--- config.mk ---
export PLATFORM = sky130hd
export DESIGN_NAME = gf2_feedback_solver
export DESIGN_NICKNAME = d
export VERILOG_FILES = /design/src/rtl/gf2s_pkg.sv /design/src/rtl/gf2s_datapath.sv /design/src/rtl/gf2s_control.sv /design/src/rtl/gf2_feedback_solver.sv
export SDC_FILE = /design/constraint.sdc
export NUM_CORES = 1
export LEC_CHECK = 0
export BUFFER_PORTS_ARGS = -buffer_cell sky130_fd_sc_hd__buf_4
export CAP_MARGIN = 25
export CORE_MARGIN = 5
export CORE_UTILIZATION = 59
export CTS_CLUSTER_SIZE = 20
export DETAILED_ROUTE_END_ITERATION = 10
export MAX_ROUTING_LAYER = met4
export PLACE_DENSITY = 0.81
export SETUP_SLACK_MARGIN = 0.4
export SYNTH_ARGS = -nofsm -noshare
export SYNTH_HDL_FRONTEND = slang
export SYNTH_HIERARCHICAL = 1
export SYNTH_SLANG_ARGS = --single-unit
--- constraint.sdc ---
create_clock -name clk -period 4.1 [get_ports clk]
set_clock_uncertainty 0.1 [all_clocks]
set_input_delay 0 -clock clk [delete_from_list [all_inputs] [get_ports clk]]
set_output_delay 0 -clock clk [all_outputs]
set_load 0.05 [all_outputs]
--- src/rtl/gf2s_pkg.sv ---
package gf2s_pkg;

  // Strobes from the sequencer to the datapath
  typedef struct packed {
    logic seed;  // copy b into the estimate
    logic step;  // take one parallel update
    logic lock;  // freeze the stored system
  } dpCtrl_t;

  typedef enum logic [1:0] {
    S_IDLE  = 2'd0,
    S_ITER  = 2'd1,
    S_CHECK = 2'd2
  } solveState_t;

endpackage

--- src/rtl/gf2s_datapath.sv ---
module gf2s_datapath
  import gf2s_pkg::*;
#(
  parameter int N  = 4,
  parameter int IW = 2
) (
  input  logic          clk,
  input  logic          rst,
  input  dpCtrl_t       ctrl,
  input  logic          rowWe,
  input  logic [IW-1:0] rowIdx,
  input  logic [N-1:0]  rowData,
  input  logic          rhsWe,
  input  logic [N-1:0]  rhsData,
  output logic [N-1:0]  xEst,
  output logic          changes,
  output logic          resOk
);

  localparam logic [N-1:0] ONE = {{(N-1){1'b0}}, 1'b1};

  logic [N-1:0] aRows [N];
  logic [N-1:0] bVec;
  logic [N-1:0] xReg;
  logic [N-1:0] nextEst;
  logic [N-1:0] rowMatch;
  logic [N*N-1:0] aFlat;

  // System storage: writable only while the sequencer is idle
  always_ff @(posedge clk) begin
    if (!ctrl.lock) begin
      if (rowWe && (int'(rowIdx) < N)) aRows[rowIdx] <= rowData;
      if (rhsWe) bVec <= rhsData;
    end
  end

  // Estimate register
  always_ff @(posedge clk) begin
    if (rst) xReg <= '0;
    else if (ctrl.seed) xReg <= bVec;
    else if (ctrl.step) xReg <= nextEst;
  end

  // One equation per row; the diagonal is masked and taken as 1
  for (genvar gi = 0; gi < N; gi++) begin : g_row
    logic [N-1:0] offDiag;
    logic         feedSum;
    assign offDiag       = aRows[gi] & ~(ONE << gi);
    assign feedSum       = ^(offDiag & xReg);
    assign nextEst[gi]   = bVec[gi] ^ feedSum;
    assign rowMatch[gi]  = ~(feedSum ^ xReg[gi] ^ bVec[gi]);
    assign aFlat[gi*N +: N] = aRows[gi];
  end

  assign changes = (nextEst != xReg);
  assign resOk   = &rowMatch;
  assign xEst    = xReg;

  // stored system does not move during a solve
  assert_frozen_matrix_R7: assert property (@(posedge clk) disable iff (rst)
    ctrl.lock |=> $stable(aFlat));
  assert_frozen_rhs_R7: assert property (@(posedge clk) disable iff (rst)
    ctrl.lock |=> $stable(bVec));
  // estimate only moves on seed or step
  assert_hold_estimate_R8: assert property (@(posedge clk) disable iff (rst)
    (!ctrl.seed && !ctrl.step) |=> $stable(xReg));

endmodule

--- src/rtl/gf2s_control.sv ---
module gf2s_control
  import gf2s_pkg::*;
#(
  parameter int LIMIT = 16
) (
  input  logic    clk,
  input  logic    rst,
  input  logic    start,
  input  logic    changes,
  input  logic    resOk,
  output dpCtrl_t ctrl,
  output logic    busy,
  output logic    done,
  output logic    valid
);

  localparam int CW = $clog2(LIMIT + 1);

  solveState_t    state;
  logic [CW-1:0]  updCnt;
  logic           hitLim;

  always_ff @(posedge clk) begin
    if (rst) begin
      state  <= S_IDLE;
      updCnt <= '0;
      hitLim <= 1'b0;
      done   <= 1'b0;
      valid  <= 1'b0;
    end else begin
      done  <= 1'b0;
      valid <= 1'b0;
      unique case (state)
        S_IDLE: begin
          if (start) begin
            state  <= S_ITER;
            updCnt <= '0;
            hitLim <= 1'b0;
          end
        end
        S_ITER: begin
          if (!changes) begin
            state <= S_CHECK;
          end else begin
            updCnt <= updCnt + 1'b1;
            if (updCnt == CW'(LIMIT - 1)) begin
              hitLim <= 1'b1;
              state  <= S_CHECK;
            end
          end
        end
        S_CHECK: begin
          done  <= 1'b1;
          valid <= resOk & ~hitLim;
          state <= S_IDLE;
        end
        default: state <= S_IDLE;
      endcase
    end
  end

  always_comb begin
    ctrl.seed = (state == S_IDLE) && start;
    ctrl.step = (state == S_ITER) && changes;
    ctrl.lock = (state != S_IDLE);
    busy      = (state != S_IDLE);
  end

  assert_done_pulse_R6: assert property (@(posedge clk) disable iff (rst)
    done |=> !done);
  assert_valid_needs_done_R6: assert property (@(posedge clk) disable iff (rst)
    valid |-> done);
  assert_limit_invalid_R5: assert property (@(posedge clk) disable iff (rst)
    (state == S_CHECK && hitLim) |=> !valid);
  assert_count_bound_R5: assert property (@(posedge clk) disable iff (rst)
    updCnt <= CW'(LIMIT));
  assert_fixed_point_R10: assert property (@(posedge clk) disable iff (rst)
    (state == S_CHECK && !hitLim) |-> resOk);
  assert_start_ignored_R7: assert property (@(posedge clk) disable iff (rst)
    (state == S_ITER && start && changes && updCnt != CW'(LIMIT - 1)) |=> busy);
  assert_reset_clear_R9: assert property (@(posedge clk)
    rst |=> (!busy && !done && !valid));

endmodule

--- src/rtl/gf2_feedback_solver.sv ---
module gf2_feedback_solver
  import gf2s_pkg::*;
#(
  parameter int N     = 4,
  parameter int LIMIT = 4 * N
) (
  input  logic                              clk,
  input  logic                              rst,
  input  logic                              rowWe,
  input  logic [((N > 1) ? $clog2(N) : 1)-1:0] rowIdx,
  input  logic [N-1:0]                      rowData,
  input  logic                              rhsWe,
  input  logic [N-1:0]                      rhsData,
  input  logic                              start,
  output logic                              busy,
  output logic                              done,
  output logic                              valid,
  output logic [N-1:0]                      xOut
);

  localparam int IW = (N > 1) ? $clog2(N) : 1;

  dpCtrl_t ctrl;
  logic    changes;
  logic    resOk;

  gf2s_control #(.LIMIT(LIMIT)) u_ctrl (
    .clk(clk), .rst(rst), .start(start), .changes(changes), .resOk(resOk),
    .ctrl(ctrl), .busy(busy), .done(done), .valid(valid)
  );

  gf2s_datapath #(.N(N), .IW(IW)) u_dp (
    .clk(clk), .rst(rst), .ctrl(ctrl),
    .rowWe(rowWe), .rowIdx(rowIdx), .rowData(rowData),
    .rhsWe(rhsWe), .rhsData(rhsData),
    .xEst(xOut), .changes(changes), .resOk(resOk)
  );

endmodule

# Word-level counts from Yosys, hierarchy flattened
# Memory sizes are Yosys's and may differ from the RTL's.
# Cells that the tools add are included.
# totals
output_inout_bits,7
latch_bits,0
ram_bits,16
romBits,0
word_cells,74
n_memories,1
regBits,18
# mem_list
name,words,width,read_ports,rd_clocked_by_memory_dff,wr,line,text
u_dp.aRows,4,4,4,0,1,gf2s_datapath.sv:22,logic [N-1:0] aRows [N];
# op_classes
add_sub_neg,1
muxes,17
mul,0
shifts,0
eq_ne,8
bitwise,24
n_reduce_logical,16
div_mod_pow,0
n_lt_le_gt_ge,0
# op_table
op,n
XOR reduction 4 bit,4
bitwise AND 4 bit,3
bitwise XOR 1 bit,12
2-to-1 mux 5 bit,2
case mux 5 bit (2 select lines),1
2-to-1 mux 4 bit,2
AND reduction 4 bit,2
2-to-1 mux 1 bit,7
NOT 1 bit,7
2-to-1 mux 2 bit,3
nonzero test 2 bit,3
adder 5 x 1 -> 5 bit (second input constant),1
== test 5 x 4 -> 1 bit (second input constant),1
bitwise AND 3 x 4 -> 4 bit,1
inequality test 2 x 1 -> 1 bit (second input constant),2
inequality test 4 bit,1
case mux 2 bit (2 select lines),1
AND reduction 2 bit,2
inequality test 3 bit (second input constant),1
AND reduction 3 bit,1
== test 2 x 1 -> 1 bit (second input constant),1
== test 2 bit (second input constant),1
logical AND 1 bit,2
zero test 2 bit,1
4 further kinds,4

# Depth between registers and ports, before layout
# Gate-level depths: netlist (run 1).
# An unclocked memory read counts as a cell.
# depth
ltp_word,8
ltp_mapped,10
depth_no_buf,9

# Cells and area by module
# The synthesis (run 1) kept the hierarchy.
# by_module_without_submodules
mod,cells_per_inst,n_inst,area_per_inst_um2
gf2s_datapath,71,1,895.9
gf2s_control,53,1,490.5

# Worst setup path before layout (run 1)
# OpenSTA, ideal clock, no wires.
# synth_path
path_type,register -> register
startpoint,reg u_dp.xReg[3] (netlist: u_dp/xEst[3])
endpoint,reg u_dp.xReg[3] (netlist: u_dp/xEst[3])
arrival_ns,2.257
path_stages_with_launch,11
setup_ns,0.125
t_required_ns,3.875
synth_period_minus_slack_ns,2.482
setup_slack_ns,1.618
n_path_buf,1
path_cell_list,dfxtp_1 -> nand2_1 -> xor2_1 -> xnor2_1 -> xnor2_1 -> nand4_1 -> nand3b_4 -> inv_1 -> buf_1 -> mux2i_1 -> o22ai_1
# synth_rtl
item,line,text
start: declaration,gf2s_datapath.sv:24,logic [N-1:0] xReg;
start signal: assignment,gf2s_datapath.sv:40,else if (ctrl.seed) xReg <= bVec;
start signal: assignment,gf2s_datapath.sv:41,else if (ctrl.step) xReg <= nextEst;

==> results of run 1 <==
cell type report:
cell class | count | area, um2
clock buffer | 5 | 37.54
clock inverter | 3 | 11.26
fill | 153 | 506.7
inverter | 4 | 15.01
multi-input combinational | 85 | 579.3
sequential | 30 | 760.7
tap | 28 | 35.03
timing repair buffer | 34 | 287.8
kinds of logic (layout without fill, tap and decap cells):
group	after synthesis	after routing	synth area share (%)
and+or+nand+nor	45	45	18.50
DFF	30	30	54.87
xor gates and xnor gates	16	16	10.11
buffers and inverters	9	46	3.338
adders and majority gates	2	2	1.805
muxes	5	5	3.610
AOI/OAI and AO/OA	17	17	7.762
how the worst min path moves through the flow:
stage	slack, ps	start	end
after floorplan	-1	rowData[1]	u_dp/aRows[0][1]$_DFFE_PP_
after CTS	50	rhsWe	u_dp/bVec[1]$_DFFE_PP_
after global placement	80	rhsData[1]	u_dp/bVec[1]$_DFFE_PP_
after global routing	60	rhsWe	u_dp/bVec[3]$_DFFE_PP_
final	60	rhsWe	u_dp/bVec[3]$_DFFE_PP_
after detailed placement	80	rhsData[3]	u_dp/bVec[3]$_DFFE_PP_
critical path, cell delays in order (launching register included):
cell and delay, ps:
dfxtp_1 470, nand2_1 100, xor2_1 180, xnor2_1 280
xnor2_1 180, nand4_1 270, nand3b_4 190, inv_1 150
mux2i_1 200, o22ai_1 110
power by group through the flow:
stage	combinational (mW)	sequential [mW]	clock, mW
2_1_floorplan	0.108	0.375	0
3_3_place_gp	0.162	0.362	0
3_5_place_dp	0.166	0.363	0
4_1_cts	0.176	0.356	0.163
5_1_grt	0.192	0.359	0.173
6_report	0.178	0.356	0.154
cell usage in the layout (no fill, tap or decap), types with 4 or more instances in the layout:
| cell type | count |
|---|---|
| buf_4 | 21 |
| clkbuf_4 | 5 |
| dfxtp_1 | 14 |
| dlygate4sd3_1 | 13 |
| edfxtp_1 | 16 |
| inv_1 | 4 |
| mux2i_1 | 5 |
| nand2_1 | 17 |
| nor2_1 | 5 |
| o22ai_1 | 4 |
| xnor2_1 | 8 |
| xor2_1 | 8 |
routing by layer:
layer | vias to the layer above | global-route usage [%] | share of wire (%)
met5 | - | - | 0
met4 | 0 | 8.940 | 2.2
met3 | 7 | 5.921 | 5.1
met2 | 32 | 32.22 | 48
met1 | 471 | 24.19 | 45
li1 | 509 | - | -
flip-flops by register name, summed over array words and instances (netlist names):
signal,flops
u_dp/bVec,4
u_ctrl/hitLim,1
u_ctrl/updCnt,5
u_ctrl/valid,1
u_dp/aRows,12
u_ctrl/done,1
u_ctrl/state,2
u_dp/xEst,4
per-stage QoR:
step	utilization (%)	total power, mW	std cells	hold slack [ps]
2_1_floorplan	-	0.4838	124	-1.131
3_3_place_gp	69.30	0.5238	168	78.55
3_5_place_dp	69.30	0.5288	168	79.63
4_1_cts	77.31	0.6954	189	48.63
5_1_grt	77.31	0.7236	189	60.88
6_report	77.31	0.6890	189	57.40
==> results.py, run 1 <==
metrics = {
    "run_status": {
        "status": "finished clean",
    },
    "logic_synthesis": {
        "synth_edf_count": 16,
        "ys_async_sr_fraction_pct": 0,
        "synth_most_common_cell": "nand2_1",
        "synth-seq-area-share_pct": 54.87,
        "yosys_warnings": 6,
        "synth_area_leaders": "edfxtp_1, dfxtp_1, xnor2_1",
        "synthFlopType": "edfxtp_1",
        "synthDistinctLibCells": 40,
        "synth_cells": 124,
        "syn_area_mm2": 0.001386,
        "synth_largest_area_cell": "edfxtp_1",
        "synth_commonest_cells": "nand2_1, edfxtp_1, dfxtp_1, xnor2_1, xor2_1",
        "ys_seq_elements": 30,
        "avgSynthCellArea_um2": 11.18,
        "synth.net_count": 141,
        "synth.top_cell.area_share_pct": 34.66,
    },
    "final_layout": {
        "area_delta_synth_final_pct": 24.55,
        "drive_above_1_share_pct": 19.88,
        "diodes": 0,
        "postLayoutCellArea_mm2": 0.001727,
        "fin_nets": 177,
    },
    "power_and_ir_drop": {
        "switchingPower_mw": 0.2161,
        "ir_worst_vdd_mv": 0.2722,
        "p_seq_share_pct": 51.7,
        "power.leakage_nw": 0.6493,
        "p_int_mw": 0.4729,
        "power_frac_clock_pct": 22.4,
        "powerDensity_mw_per_mm2": 399.0,
        "sw_frac_of_total_pct": 31.37,
        "p_comb_share_pct": 25.9,
    },
    "placement": {
        "placed_area_mm2": 0.001548,
        "post-place-ws_ps": 1790,
        "post-dp-hpwl_um": 2129,
        "io_buffers": 21,
        "gp_congestion": 0.8758,
    },
    "setup_path": {
        "r2r_cells": 9,
        "cp.required_ps": 4210,
        "reg2reg_to": "u_dp/xEst[0]$_SDFFE_PP0P_",
        "critPathLaunchType": "flip-flop",
        "worstPathMaxFanout": 6,
        "worstPathArrival_ps": 2460,
        "endpoint": "u_dp/xEst[0]$_SDFFE_PP0P_",
        "critPathKind": "reg2reg",
        "crit_path_end_kind": "flip-flop",
        "timing.reg2reg.setup_slack_ps": 1750,
        "critPathLaunch": "u_dp/xEst[3]$_SDFFE_PP0P_",
        "reg2reg_from": "u_dp/xEst[3]$_SDFFE_PP0P_",
    },
    "worst_hold_path": {
        "worstHoldPathCells": 2,
        "hold_path.class": "in2reg",
    },
    "clock_tree": {
        "cts-root-buf": "clkbuf_4",
        "postCtsHoldBufs": 13,
        "clockBufferDepth": 2,
        "clkLatencyLatePin_ps": 320,
        "cts_buffers": 5,
        "cts-resized-gates": 0,
        "htreeDepth": 2,
        "clkTransAtPathRegs_ps": 90,
        "clock_sinks": 30,
        "cts_tree": "done",
        "postCtsSetupBuffers": 0,
    },
    "routing": {
        "drt-initial-drc-count": 30,
        "antenna_left": 0,
        "dr.pass1.iters": 5,
        "post_drt_via_cell_ratio": 5.392,
        "wl_um": 2927,
        "vias": 1019,
        "drt_drc_violations_left": 0,
        "post_drt_wl_per_cell_um": 15.49,
    },
    "floorplanning": {
        "ioPinCount": 22,
        "core.rowCount": 17,
        "start_util_pct": 62.07,
        "die_h_um": 58.48,
        "core_region_area_mm2": 0.002233,
        "die_area_mm2": 0.003419,
        "dieWidth_um": 58.48,
    },
    "grt": {
        "grt_pass1_vias": 1005,
        "grt_max_degree": 16,
        "grt_pass1_wl_um": 4885,
        "antenna_found_initial": 0,
        "grt-ovfl-total": 0,
        "grt_usage_pct": 20.42,
    },
    "sta": {
        "rsz0062_at_grt": "false",
        "hold_viol_final": 0,
        "slew_violations": 0,
        "worstMarginPinSlew_ps": 495.2,
        "finalCritPeriodShare_pct": 57.34,
        "setup_tns_ps": 0,
        "setup_viol": 0,
        "fmax_mhz": 425.4,
        "period_needed_ps": 2351,
        "fin_ws_ps": 1749,
        "max_slew_margin_pct": 66.92,
    },
    "run": {
        "drv_cap": 0,
    },
}
(Power assumes the default switching activity.)
==> run 2, diff against run 1 <==
--- a/config.mk
+++ b/config.mk
@@ -8,11 +8,11 @@
 export BUFFER_PORTS_ARGS = -buffer_cell sky130_fd_sc_hd__buf_4
 export CAP_MARGIN = 25
 export CORE_MARGIN = 5
-export CORE_UTILIZATION = 59
+export CORE_UTILIZATION = 54
 export CTS_CLUSTER_SIZE = 20
 export DETAILED_ROUTE_END_ITERATION = 10
 export MAX_ROUTING_LAYER = met4
-export PLACE_DENSITY = 0.81
+export PLACE_DENSITY = 0.75
 export SETUP_SLACK_MARGIN = 0.4
 export SYNTH_ARGS = -nofsm -noshare
 export SYNTH_HDL_FRONTEND = slang
==> constraint.sdc (replaced) <==
create_clock -name clk -period 2.45 [get_ports clk]
set_clock_uncertainty 0.1 [all_clocks]
set_input_delay 0 -clock clk [delete_from_list [all_inputs] [get_ports clk]]
set_output_delay 0 -clock clk [all_outputs]
set_load 0.05 [all_outputs]
==> run 2 against run 1 <==
  * Non-clock buffer count is 8 higher
  * Worst hold slack worse by 17 ps
  * Largest cell class unchanged
  * Critical path depth is 1 higher
  * First-iteration DRC count is 53% higher
  * Clock power grew to 3.2 times the previous value
  * Fmax is 13% higher
  * Cell area is 15% higher
  * Count of clock-buffer cells in the layout stayed put
==> results.py, run 2 (same netlist as run 1, synthesis figures left out) <==
metrics = {
    "routing": {
        "dr.pass1.iters": 4,
        "antenna_left": 0,
        "vias": 1104,
        "post_drt_wl_per_cell_um": 17.09,
        "drt-initial-drc-count": 46,
        "post_drt_via_cell_ratio": 5.548,
        "drt_drc_violations_left": 0,
        "wl_um": 3400,
    },
    "final_layout": {
        "largest_register_ffs": 12,
        "fin_nets": 185,
        "area_delta_synth_final_pct": 43.05,
        "top_register": "u_dp/aRows",
        "diodes": 0,
        "final_common_cell": "buf_4",
        "drive_above_1_share_pct": 41.42,
        "seqCellArea_um2": 775.7,
        "multi_input_area_um2": 703.2,
        "top_regs": "u_dp/aRows: 12 flops, u_ctrl/updCnt: 5 flops",
        "nFillCells": 146,
        "layout_common_cells": "buf_4, edfxtp_1, dlygate4sd3_1",
    },
    "setup_path": {
        "r2r_cells": 10,
        "crit_cells": 10,
        "critPathLaunchType": "flip-flop",
        "worstPathMaxFanout": 6,
        "crit_chain": "nand2_2 > xor2_1 > xnor2_2 > xnor2_1 > nand4_1 > buf_4 > nand3b_4 > inv_6 > mux2i_1 > o22ai_1",
        "crit_path_end_kind": "flip-flop",
        "timing.reg2reg.setup_slack_ps": 370,
        "crit_buf_inv": 2,
        "cpPeakStageDelay_ps": 390,
        "worstPathArrival_ps": 2210,
        "crit_slowest_cell": "edfxtp_1",
        "path_delay_family": "XOR/XNOR gates",
        "critPathKind": "reg2reg",
        "cp.required_ps": 2580,
    },
    "grt": {
        "grt_usage_pct": 19.14,
        "antenna_found_initial": 0,
        "grt_pass1_vias": 1057,
        "grt_max_degree": 16,
        "grt_pass1_wl_um": 4864,
        "grt-ovfl-total": 0,
    },
    "floorplanning": {
        "dieWidth_um": 60.67,
        "start_util_pct": 55.96,
        "die_h_um": 60.67,
        "ioPinCount": 22,
        "core.rowCount": 18,
        "die_area_mm2": 0.003681,
        "core_region_area_mm2": 0.002477,
    },
    "power_and_ir_drop": {
        "power.leakage_nw": 0.7638,
        "p_seq_share_pct": 40.5,
        "ir_worst_vdd_mv": 0.5793,
        "power_frac_clock_pct": 32.7,
        "powerDensity_mw_per_mm2": 752.3,
        "switchingPower_mw": 0.4255,
        "p_int_mw": 1.066,
        "p_comb_share_pct": 26.8,
        "sw_frac_of_total_pct": 28.52,
    },
    "clock_tree": {
        "cts_tree": "done",
        "cts-root-buf": "clkbuf_4",
        "clock_sinks": 30,
        "clockBufferDepth": 2,
        "cts_buffers": 5,
        "clkTransAtPathRegs_ps": 100,
        "clkLatencyLatePin_ps": 330,
        "htreeDepth": 2,
    },
    "sta": {
        "whs_ps": 40.79,
        "worstMarginPinSlew_ps": 475.4,
        "slew_violations": 0,
        "hold_viol_final": 0,
        "max_slew_margin_pct": 68.24,
        "period_needed_ps": 2080,
        "finalCritPeriodShare_pct": 84.89,
        "setup_viol": 0,
        "setup_tns_ps": 0,
        "fmax_mhz": 480.8,
        "rsz0062_at_grt": "true",
    },
    "worst_hold_path": {
        "hold_path.class": "in2reg",
        "worstHoldPathCells": 2,
    },
    "placement": {
        "post-dp-hpwl_um": 1991,
        "io_buffers": 21,
        "gp_congestion": 0.8353,
    },
    "run_status": {
        "status": "finished clean",
    },
    "run": {
        "drv_cap": 0,
    },
}
## run 2: power by group through the flow
stage | Clock, mW | Sequential, mW | Combinational [mW]
global placement | 0 | 0.613 | 0.271
finish | 0.488 | 0.605 | 0.399
global route | 0.518 | 0.608 | 0.423
CTS | 0.490 | 0.600 | 0.314
floorplan | 0 | 0.635 | 0.188
detailed placement | 0 | 0.615 | 0.276
## run 2: repair_timing
item / 4_1_cts / 5_1_grt
resized for setup: 0 / 21
hold buffers: 12 / 0
pin swaps: 3 / 20
setup endpoints to repair: 10 / 10
hold endpoints to repair: 35 / 0
buffers inserted: 4 / 5
## run 2: layer usage
| metal | vias up | track usage, % | part of all wire, % |
|---|---|---|---|
| met4 | 0 | 6.502 | 3.3 |
| met5 | - | - | 0 |
| met3 | 17 | 7.660 | 6.9 |
| met1 | 525 | 21.32 | 39 |
| met2 | 47 | 31.15 | 51 |
| li1 | 515 | - | - |
## run 2: worst paths after layout
path,start,endpoint
max,u_dp/aRows[2][3]$_DFFE_PP_,u_dp/xEst[0]$_SDFFE_PP0P_
min,rhsWe,u_dp/bVec[0]$_DFFE_PP_
max reg2reg,u_dp/aRows[2][3]$_DFFE_PP_,u_dp/xEst[0]$_SDFFE_PP0P_
min reg2reg,u_ctrl/updCnt[4]$_SDFFE_PP0P_,u_ctrl/updCnt[4]$_SDFFE_PP0P_
## run 2: layout make-up
cell class                 instances  area share (%)
sequential                        30           39.12
inverter                           4           1.009
multi-input combinational         85           35.46
tap                               30           1.893
clock inverter                     3           3.218
clock buffer                       5           1.893
timing repair buffer              42           17.41
## run 2: worst reg2reg max path: cells and delay by family (launching register included)
family          cells  cell delay (ps)
mux                 1              180
simple gates        3              370
xor+xnor            3              610
buf+inv             2              250
compound gates      1               80
flops               1              390
## run 2: per-stage QoR
| stage | area (um2) | power [mW] | setup slack, ps | util (%) | instances |
|---|---|---|---|---|---|
| after detailed placement | 1580 | 0.8914 | 328.1 | 63.79 | 170 |
| after floorplan | 1424 | 0.8234 | 410.2 | - | 124 |
| after global routing | 1983 | 1.549 | 245.8 | 80.05 | 199 |
| after CTS | 1832 | 1.404 | 405.7 | 73.94 | 194 |
| after global placement | 1580 | 0.8843 | 360.5 | 63.79 | 170 |
| final | 1983 | 1.492 | 370.1 | 80.05 | 199 |
